### src/rtl/dbs_pkg.sv
// Package: shared command codes and sequencer phases.
// Assumes the command field is three bits wide.
package dbs_pkg;
    localparam logic [2:0] OP_WRITE  = 3'd0;
    localparam logic [2:0] OP_READ   = 3'd1;
    localparam logic [2:0] OP_LOAD   = 3'd2;
    localparam logic [2:0] OP_RESET  = 3'd3;
    localparam logic [2:0] OP_VERIFY = 3'd4;

    typedef enum logic [3:0] {
        PH_IDLE, PH_WSU, PH_WCS, PH_WHD,
        PH_RSU, PH_RCS, PH_REL,
        PH_LSU, PH_LHI, PH_LGP,
        PH_XSU, PH_XLO, PH_XHD,
        PH_DONE
    } phase_e;
endpackage

### src/rtl/dbs_delay.sv
// Phase timer: a down counter loaded with (length-1) at each phase entry.
// Assumes the load value fits CW bits; zero flags the last cycle of a phase.
module dbs_delay #(
    parameter int CW = 8
) (
    input  logic          clk,
    input  logic          rst_n,
    input  logic          load,
    input  logic [CW-1:0] load_val,
    output logic          zero
);
    logic [CW-1:0] cnt;

    // Count down toward zero and reload on request.
    always_ff @(posedge clk) begin
        if (!rst_n)          cnt <= '0;
        else if (load)       cnt <= load_val;
        else if (cnt != '0)  cnt <= cnt - 1'b1;
    end

    assign zero = (cnt == '0);

    // phase lengths depend on a strict one-per-cycle decrement.
    a_r2_count_step: assert property (@(posedge clk) disable iff (!rst_n)
        (!load && cnt != '0) |=> (cnt == $past(cnt) - 1'b1));
endmodule

### src/rtl/dbs_rdcap.sv
// Read-back capture: holds the word sampled at the end of a read pulse
// and compares it with the word last written. Assumes capture is one cycle.
module dbs_rdcap #(
    parameter int DW = 16
) (
    input  logic          clk,
    input  logic          rst_n,
    input  logic          capture,
    input  logic [DW-1:0] din,
    input  logic [DW-1:0] wdata,
    output logic [DW-1:0] rdata,
    output logic          match
);
    // Register the converter's returned word.
    always_ff @(posedge clk) begin
        if (!rst_n)       rdata <= '0;
        else if (capture) rdata <= din;
    end

    assign match = (rdata == wdata);
endmodule

### src/rtl/dac_bus_seq.sv
// Host-side sequencer for a double-buffered parallel DAC bus.
// Takes one command at a time and walks the pins through timed phases.
// Assumes every timing parameter is at least 1 and below 2**CW.
module dac_bus_seq
    import dbs_pkg::*;
#(
    parameter int DW      = 16,
    parameter int CW      = 8,
    parameter int T_SETUP = 2,
    parameter int T_CS    = 3,
    parameter int T_HOLD  = 2,
    parameter int T_REL   = 2,
    parameter int T_LSP   = 1,
    parameter int T_LD    = 2,
    parameter int T_RSU   = 2,
    parameter int T_RST   = 3
) (
    input  logic          clk,
    input  logic          rst_n,
    input  logic          cmd_valid,
    output logic          cmd_ready,
    input  logic [2:0]    cmd_op,
    input  logic [DW-1:0] cmd_data,
    input  logic          cmd_rsel,
    output logic          rsp_valid,
    output logic [DW-1:0] rsp_data,
    output logic          rsp_mismatch,
    output logic          bus_cs_n,
    output logic          bus_rw,
    output logic [DW-1:0] bus_dout,
    output logic          bus_oe,
    input  logic [DW-1:0] bus_din,
    output logic          bus_ld,
    output logic          bus_rst_n,
    output logic          bus_rsel
);
    phase_e        ph, next_ph;
    logic [2:0]    op_q;
    logic [DW-1:0] wdata_q;
    logic          rsel_q, mism_q;
    logic          zero, match, accept, advance;
    logic [CW-1:0] next_len;

    // Length of a phase in cycles, minus one, as loaded into the timer.
    function automatic logic [CW-1:0] ph_len(phase_e p);
        int v;
        case (p)
            PH_WSU, PH_RSU: v = T_SETUP;
            PH_WCS, PH_RCS: v = T_CS;
            PH_WHD:         v = T_HOLD;
            PH_REL:         v = T_REL;
            PH_LSU, PH_LGP: v = T_LSP;
            PH_LHI:         v = T_LD;
            PH_XSU, PH_XHD: v = T_RSU;
            PH_XLO:         v = T_RST;
            default:        v = 1;
        endcase
        return CW'(v - 1);
    endfunction

    assign cmd_ready = (ph == PH_IDLE);
    assign accept    = cmd_valid && cmd_ready;
    assign advance   = (ph == PH_IDLE) ? accept : zero;
    assign next_len  = ph_len(next_ph);

    dbs_delay #(.CW(CW)) u_delay (
        .clk      (clk),
        .rst_n    (rst_n),
        .load     (advance),
        .load_val (next_len),
        .zero     (zero)
    );

    dbs_rdcap #(.DW(DW)) u_rdcap (
        .clk     (clk),
        .rst_n   (rst_n),
        .capture (ph == PH_RCS && zero),
        .din     (bus_din),
        .wdata   (wdata_q),
        .rdata   (rsp_data),
        .match   (match)
    );

    // Choose the phase that follows the current one.
    always_comb begin
        next_ph = ph;
        case (ph)
            PH_IDLE: begin
                case (cmd_op)
                    OP_WRITE, OP_VERIFY: next_ph = PH_WSU;
                    OP_READ:             next_ph = PH_RSU;
                    OP_LOAD:             next_ph = PH_LSU;
                    OP_RESET:            next_ph = PH_XSU;
                    default:             next_ph = PH_DONE;
                endcase
            end
            PH_WSU:  next_ph = PH_WCS;
            PH_WCS:  next_ph = PH_WHD;
            PH_WHD:  next_ph = (op_q == OP_VERIFY) ? PH_RSU : PH_DONE;
            PH_RSU:  next_ph = PH_RCS;
            PH_RCS:  next_ph = PH_REL;
            PH_REL:  next_ph = (op_q == OP_VERIFY && match) ? PH_LSU : PH_DONE;
            PH_LSU:  next_ph = PH_LHI;
            PH_LHI:  next_ph = PH_LGP;
            PH_LGP:  next_ph = PH_DONE;
            PH_XSU:  next_ph = PH_XLO;
            PH_XLO:  next_ph = PH_XHD;
            PH_XHD:  next_ph = PH_DONE;
            default: next_ph = PH_IDLE;
        endcase
    end

    // Phase register, stepped when the timer expires or a command arrives.
    always_ff @(posedge clk) begin
        if (!rst_n)       ph <= PH_IDLE;
        else if (advance) ph <= next_ph;
    end

    // Command capture, reset-select latch and verify outcome.
    always_ff @(posedge clk) begin
        if (!rst_n) begin
            op_q    <= OP_WRITE;
            wdata_q <= '0;
            rsel_q  <= 1'b0;
            mism_q  <= 1'b0;
        end else begin
            if (accept) begin
                op_q   <= cmd_op;
                mism_q <= 1'b0;
                if (cmd_op == OP_WRITE || cmd_op == OP_VERIFY) wdata_q <= cmd_data;
                if (cmd_op == OP_RESET) rsel_q <= cmd_rsel;
            end
            if (ph == PH_REL && zero && op_q == OP_VERIFY) mism_q <= !match;
        end
    end

    assign bus_cs_n     = !(ph == PH_WCS || ph == PH_RCS);
    assign bus_rw       = !(ph == PH_WSU || ph == PH_WCS || ph == PH_WHD);
    assign bus_oe       = !(ph == PH_RSU || ph == PH_RCS || ph == PH_REL);
    assign bus_ld       = (ph == PH_LHI);
    assign bus_rst_n    = !(ph == PH_XLO);
    assign bus_rsel     = rsel_q;
    assign bus_dout     = wdata_q;
    assign rsp_valid    = (ph == PH_DONE);
    assign rsp_mismatch = mism_q;

    // chip select and load strobe never overlap.
    a_r9_cs_ld_apart: assert property (@(posedge clk) disable iff (!rst_n)
        !(!bus_cs_n && bus_ld));
    // no host drive during a read pulse.
    a_r9_no_contention: assert property (@(posedge clk) disable iff (!rst_n)
        !(!bus_cs_n && bus_rw && bus_oe));
    // direction never changes on a chip-select edge.
    a_r2_rw_steady: assert property (@(posedge clk) disable iff (!rst_n)
        ($fell(bus_cs_n) || $rose(bus_cs_n)) |-> $stable(bus_rw));
    // driver already released the cycle before a read pulse starts.
    a_r3_released_early: assert property (@(posedge clk) disable iff (!rst_n)
        ($fell(bus_cs_n) && bus_rw) |-> !$past(bus_oe));
    // reset select steady around and during reset.
    a_r5_rsel_steady: assert property (@(posedge clk) disable iff (!rst_n)
        (!bus_rst_n || $rose(bus_rst_n) || $fell(bus_rst_n)) |-> $stable(bus_rsel));
    // no load strobe after a failed compare.
    a_r7_no_ld_on_mismatch: assert property (@(posedge clk) disable iff (!rst_n)
        bus_ld |-> !mism_q);
    // idle means no response and quiet control pins.
    a_r8_ready_quiet: assert property (@(posedge clk) disable iff (!rst_n)
        cmd_ready |-> (!rsp_valid && bus_cs_n && bus_rst_n && !bus_ld));
endmodule

### config.mk
export PLATFORM = sky130hd
export DESIGN_NAME = dac_bus_seq
export DESIGN_NICKNAME = d
export VERILOG_FILES = /design/src/rtl/dbs_pkg.sv /design/src/rtl/dbs_delay.sv /design/src/rtl/dbs_rdcap.sv /design/src/rtl/dac_bus_seq.sv
export SDC_FILE = /design/constraint.sdc
export NUM_CORES = 1
export LEC_CHECK = 0
export CORE_ASPECT_RATIO = 1.75
export CORE_MARGIN = 2
export CORE_UTILIZATION = 45
export CTS_CLUSTER_SIZE = 8
export DETAILED_ROUTE_END_ITERATION = 10
export DONT_BUFFER_PORTS = 1
export PLACE_DENSITY = 0.7
export SETUP_SLACK_MARGIN = 0.5
export SKIP_CTS_REPAIR_TIMING = 1
export SYNTH_ARGS = -nofsm -noshare
export SYNTH_HDL_FRONTEND = slang
export SYNTH_SLANG_ARGS = --single-unit
### constraint.sdc
create_clock -name clk -period 2.9 [get_ports clk]
set_clock_uncertainty 0.2 [all_clocks]
set_input_delay 0.725 -clock clk [delete_from_list [all_inputs] [get_ports clk]]
set_output_delay 0.725 -clock clk [all_outputs]
set_load 0.02 [all_outputs]
==> reports/qor.txt <==
vias in the first global route = 2012
num ports = 80
standby leakage power = 1.201 nW
drt total wl = 5865 um
post-route setup TNS = 0 ps
number of detailed-route iterations in the first pass = 4
grt ovf = 0
crit-path max FO = 7
Synth Flop Type = dfxtp_1
Worst-path clk slew = 90 ps
post-layout min period = 2407 ps
first-pass GRT wire length = 9163 um
DR DRC count = 0
cell count after synthesis = 293
CTS buffer count = 5
Routed Antenna Nets = 0
Std-Cell Rows = 35
# diodes = 0
routed len/inst = 16.61 um
final hold vios = 0
max-cap violations = 0
Design Power = 2.459 mW
HP Class = flip-flop to flip-flop
CTS tree = built
Seq cells post-synth = 49
die area = 5962 um^2
initial antenna violation count = 0
Post-synth EDFFs = 0
Starting Density = 46.10%
slew margin rel. = 45.69%
worst skew pair latency = 300 ps
Synth area leader = dfxtp_1
layout net count = 338
Fmax = 415.5 MHz
WS Path Type = flip-flop to flip-flop
worst slew pin tran = 813.5 ps
crit path capture type = flip-flop
worst path required time = 2910 ps
Async SR Flop Fraction = 0%
area delta synth->final = 11.93%
sequential-to-total area share from yosys stat = 40.83%
signal arrival time at the worst endpoint = 2420 ps
Max Slew Vio Count = 0
Fill cells = 517
CTS Sinks = 49
outcome = finished, final reports clean
die width = 59.23 um
global placement routability congestion = 0.8679
YS warnings = 0
Die Ht = 100.7 um
root buf cell = clkbuf_8
Core ar. = 5211 um^2
dpl hpwl = 4318 um
worst-case clock buffer depth = 2
VDD IR max = 0.0004114 V
Total Routing Usage GR = 19.85%
via count = 2058
post-DR vias/cell = 5.830
synth top area cells = dfxtp_1, nand2_1, a21oi_1
share of the synthesized area in the top cell type = 40.83%
Distinct cells, synth = 48
Final Util = 51.60%
Max H-tree Level = 2
RSZ-0062 raised after global routing = yes
I/O Buffers = 0
Power Density = 914.6 nW/um^2
largest net degree at the start of global routing = 46
cell area after synthesis = 2402 um^2
Final setup viols = 0
Avg Inst Size Synth = 8.199 um^2
DRT iter0 DRCs = 116
syn_nets = 334
nature of the critical path startpoint = flip-flop
layout cells sized above 1 = 17.79%
period utilization = 82.99%
-- path summary, 6_finish.rpt --
path | start | to | slack, ps | depth (start not counted)
min | op_q[2] | op_q[2] | 260 | 2
max reg2reg | ph[1] | u_delay.cnt[1] | 490 | 7
max | ph[1] | u_delay.cnt[1] | 490 | 7
min reg2reg | op_q[2] | op_q[2] | 260 | 2
-- synthesized netlist by cell type, types with 5 or more instances --
library cell and instances:
o21ai_0 6, clkbuf_1 10, xor2_1 19, buf_2 5, nor4_1 6, nand2_1 53, nor2_1 33, a21oi_1 35
nand3_1 7, dfxtp_1 49, mux2i_1 17
-- cell type report --
| cell class | instances | area (um^2) | area share (%) |
|---|---|---|---|
| repair buffers | 13 | 97.59 | 3.630 |
| well taps | 55 | 68.82 | 2.559 |
| flip-flops and latches | 49 | 987.2 | 36.71 |
| inverters | 5 | 18.77 | 0.6980 |
| multi-input cells | 223 | 1420 | 52.82 |
| clock inverters | 2 | 13.76 | 0.5119 |
| clock buffers | 6 | 82.58 | 3.071 |
-- critical path: stages (launching register included) --
cell	delay [ps]
dfxtp_2	370
or2_4	270
or4_1	500
o31a_1	160
and3_4	210
a2bb2oi_1	130
ha_2	280
a211oi_1	200
-- per-stage QoR --
stage          cells  cell area, um^2  setup slack (ps)  hold slack, ps
2_1_floorplan    293             2405             376.7           231.5
3_3_place_gp     341             2474             312.7           241.2
3_5_place_dp     341             2474             273.5           250.3
4_1_cts          349             2570             350.8           262.8
5_1_grt          353             2689             412.8           281.0
6_report         353             2689             493.2           262.0
-- report_power, final --
part / total, mW / switching [mW] / internal [mW]
clock: 0.427 / 0.234 / 0.194
combinational: 1.13 / 0.634 / 0.498
sequential: 0.899 / 0.134 / 0.766
total: 2.46 / 1.00 / 1.46
-- placed cells by master (no fill, tap or decap), drive strengths merged, types with 2 or more instances in the layout --
cell type   n
clkinv      2
and3        2
o21ai       8
nand3       7
nand4       4
or2         2
ha          2
inv         5
dfxtp      49
and2        2
buf        13
nor3        4
nand2      54
xnor2       4
clkbuf      6
a211oi      2
a31oi       2
xor2       19
nor4        6
a21oi      35
mux2i      17
nor2       33
nor3b       4
-- metal layers --
layer | routed length, um | track usage [%] | vias up
met1 | 2246 | 20.16 | 967
li1 | - | - | 1013
met2 | 3215 | 37.19 | 66
met3 | 280 | 4.621 | 12
met5 | 0 | 0 | -
met4 | 123 | 7.692 | 0
-- cells by family after synthesis --
logic type,Yosys count,synth area share (%)
AO/OA/AOI/OAI,57,14.38
XOR/XNOR,23,8.385
adder cells (fa/ha/maj),2,1.042
buffers and inverters,21,3.854
flip-flops,49,40.83
multiplexers,17,7.083
AND/OR/NAND/NOR,124,24.43
-- state kept, by name, summed over array words and instances, names as in the netlist --
register	count
bus_rsel	1
op_q	3
bus_dout	16
rsp_mismatch	1
u_delay.cnt	8
u_rdcap.rdata	16
ph	4
No activity file was read; power rests on OpenSTA's default activity.
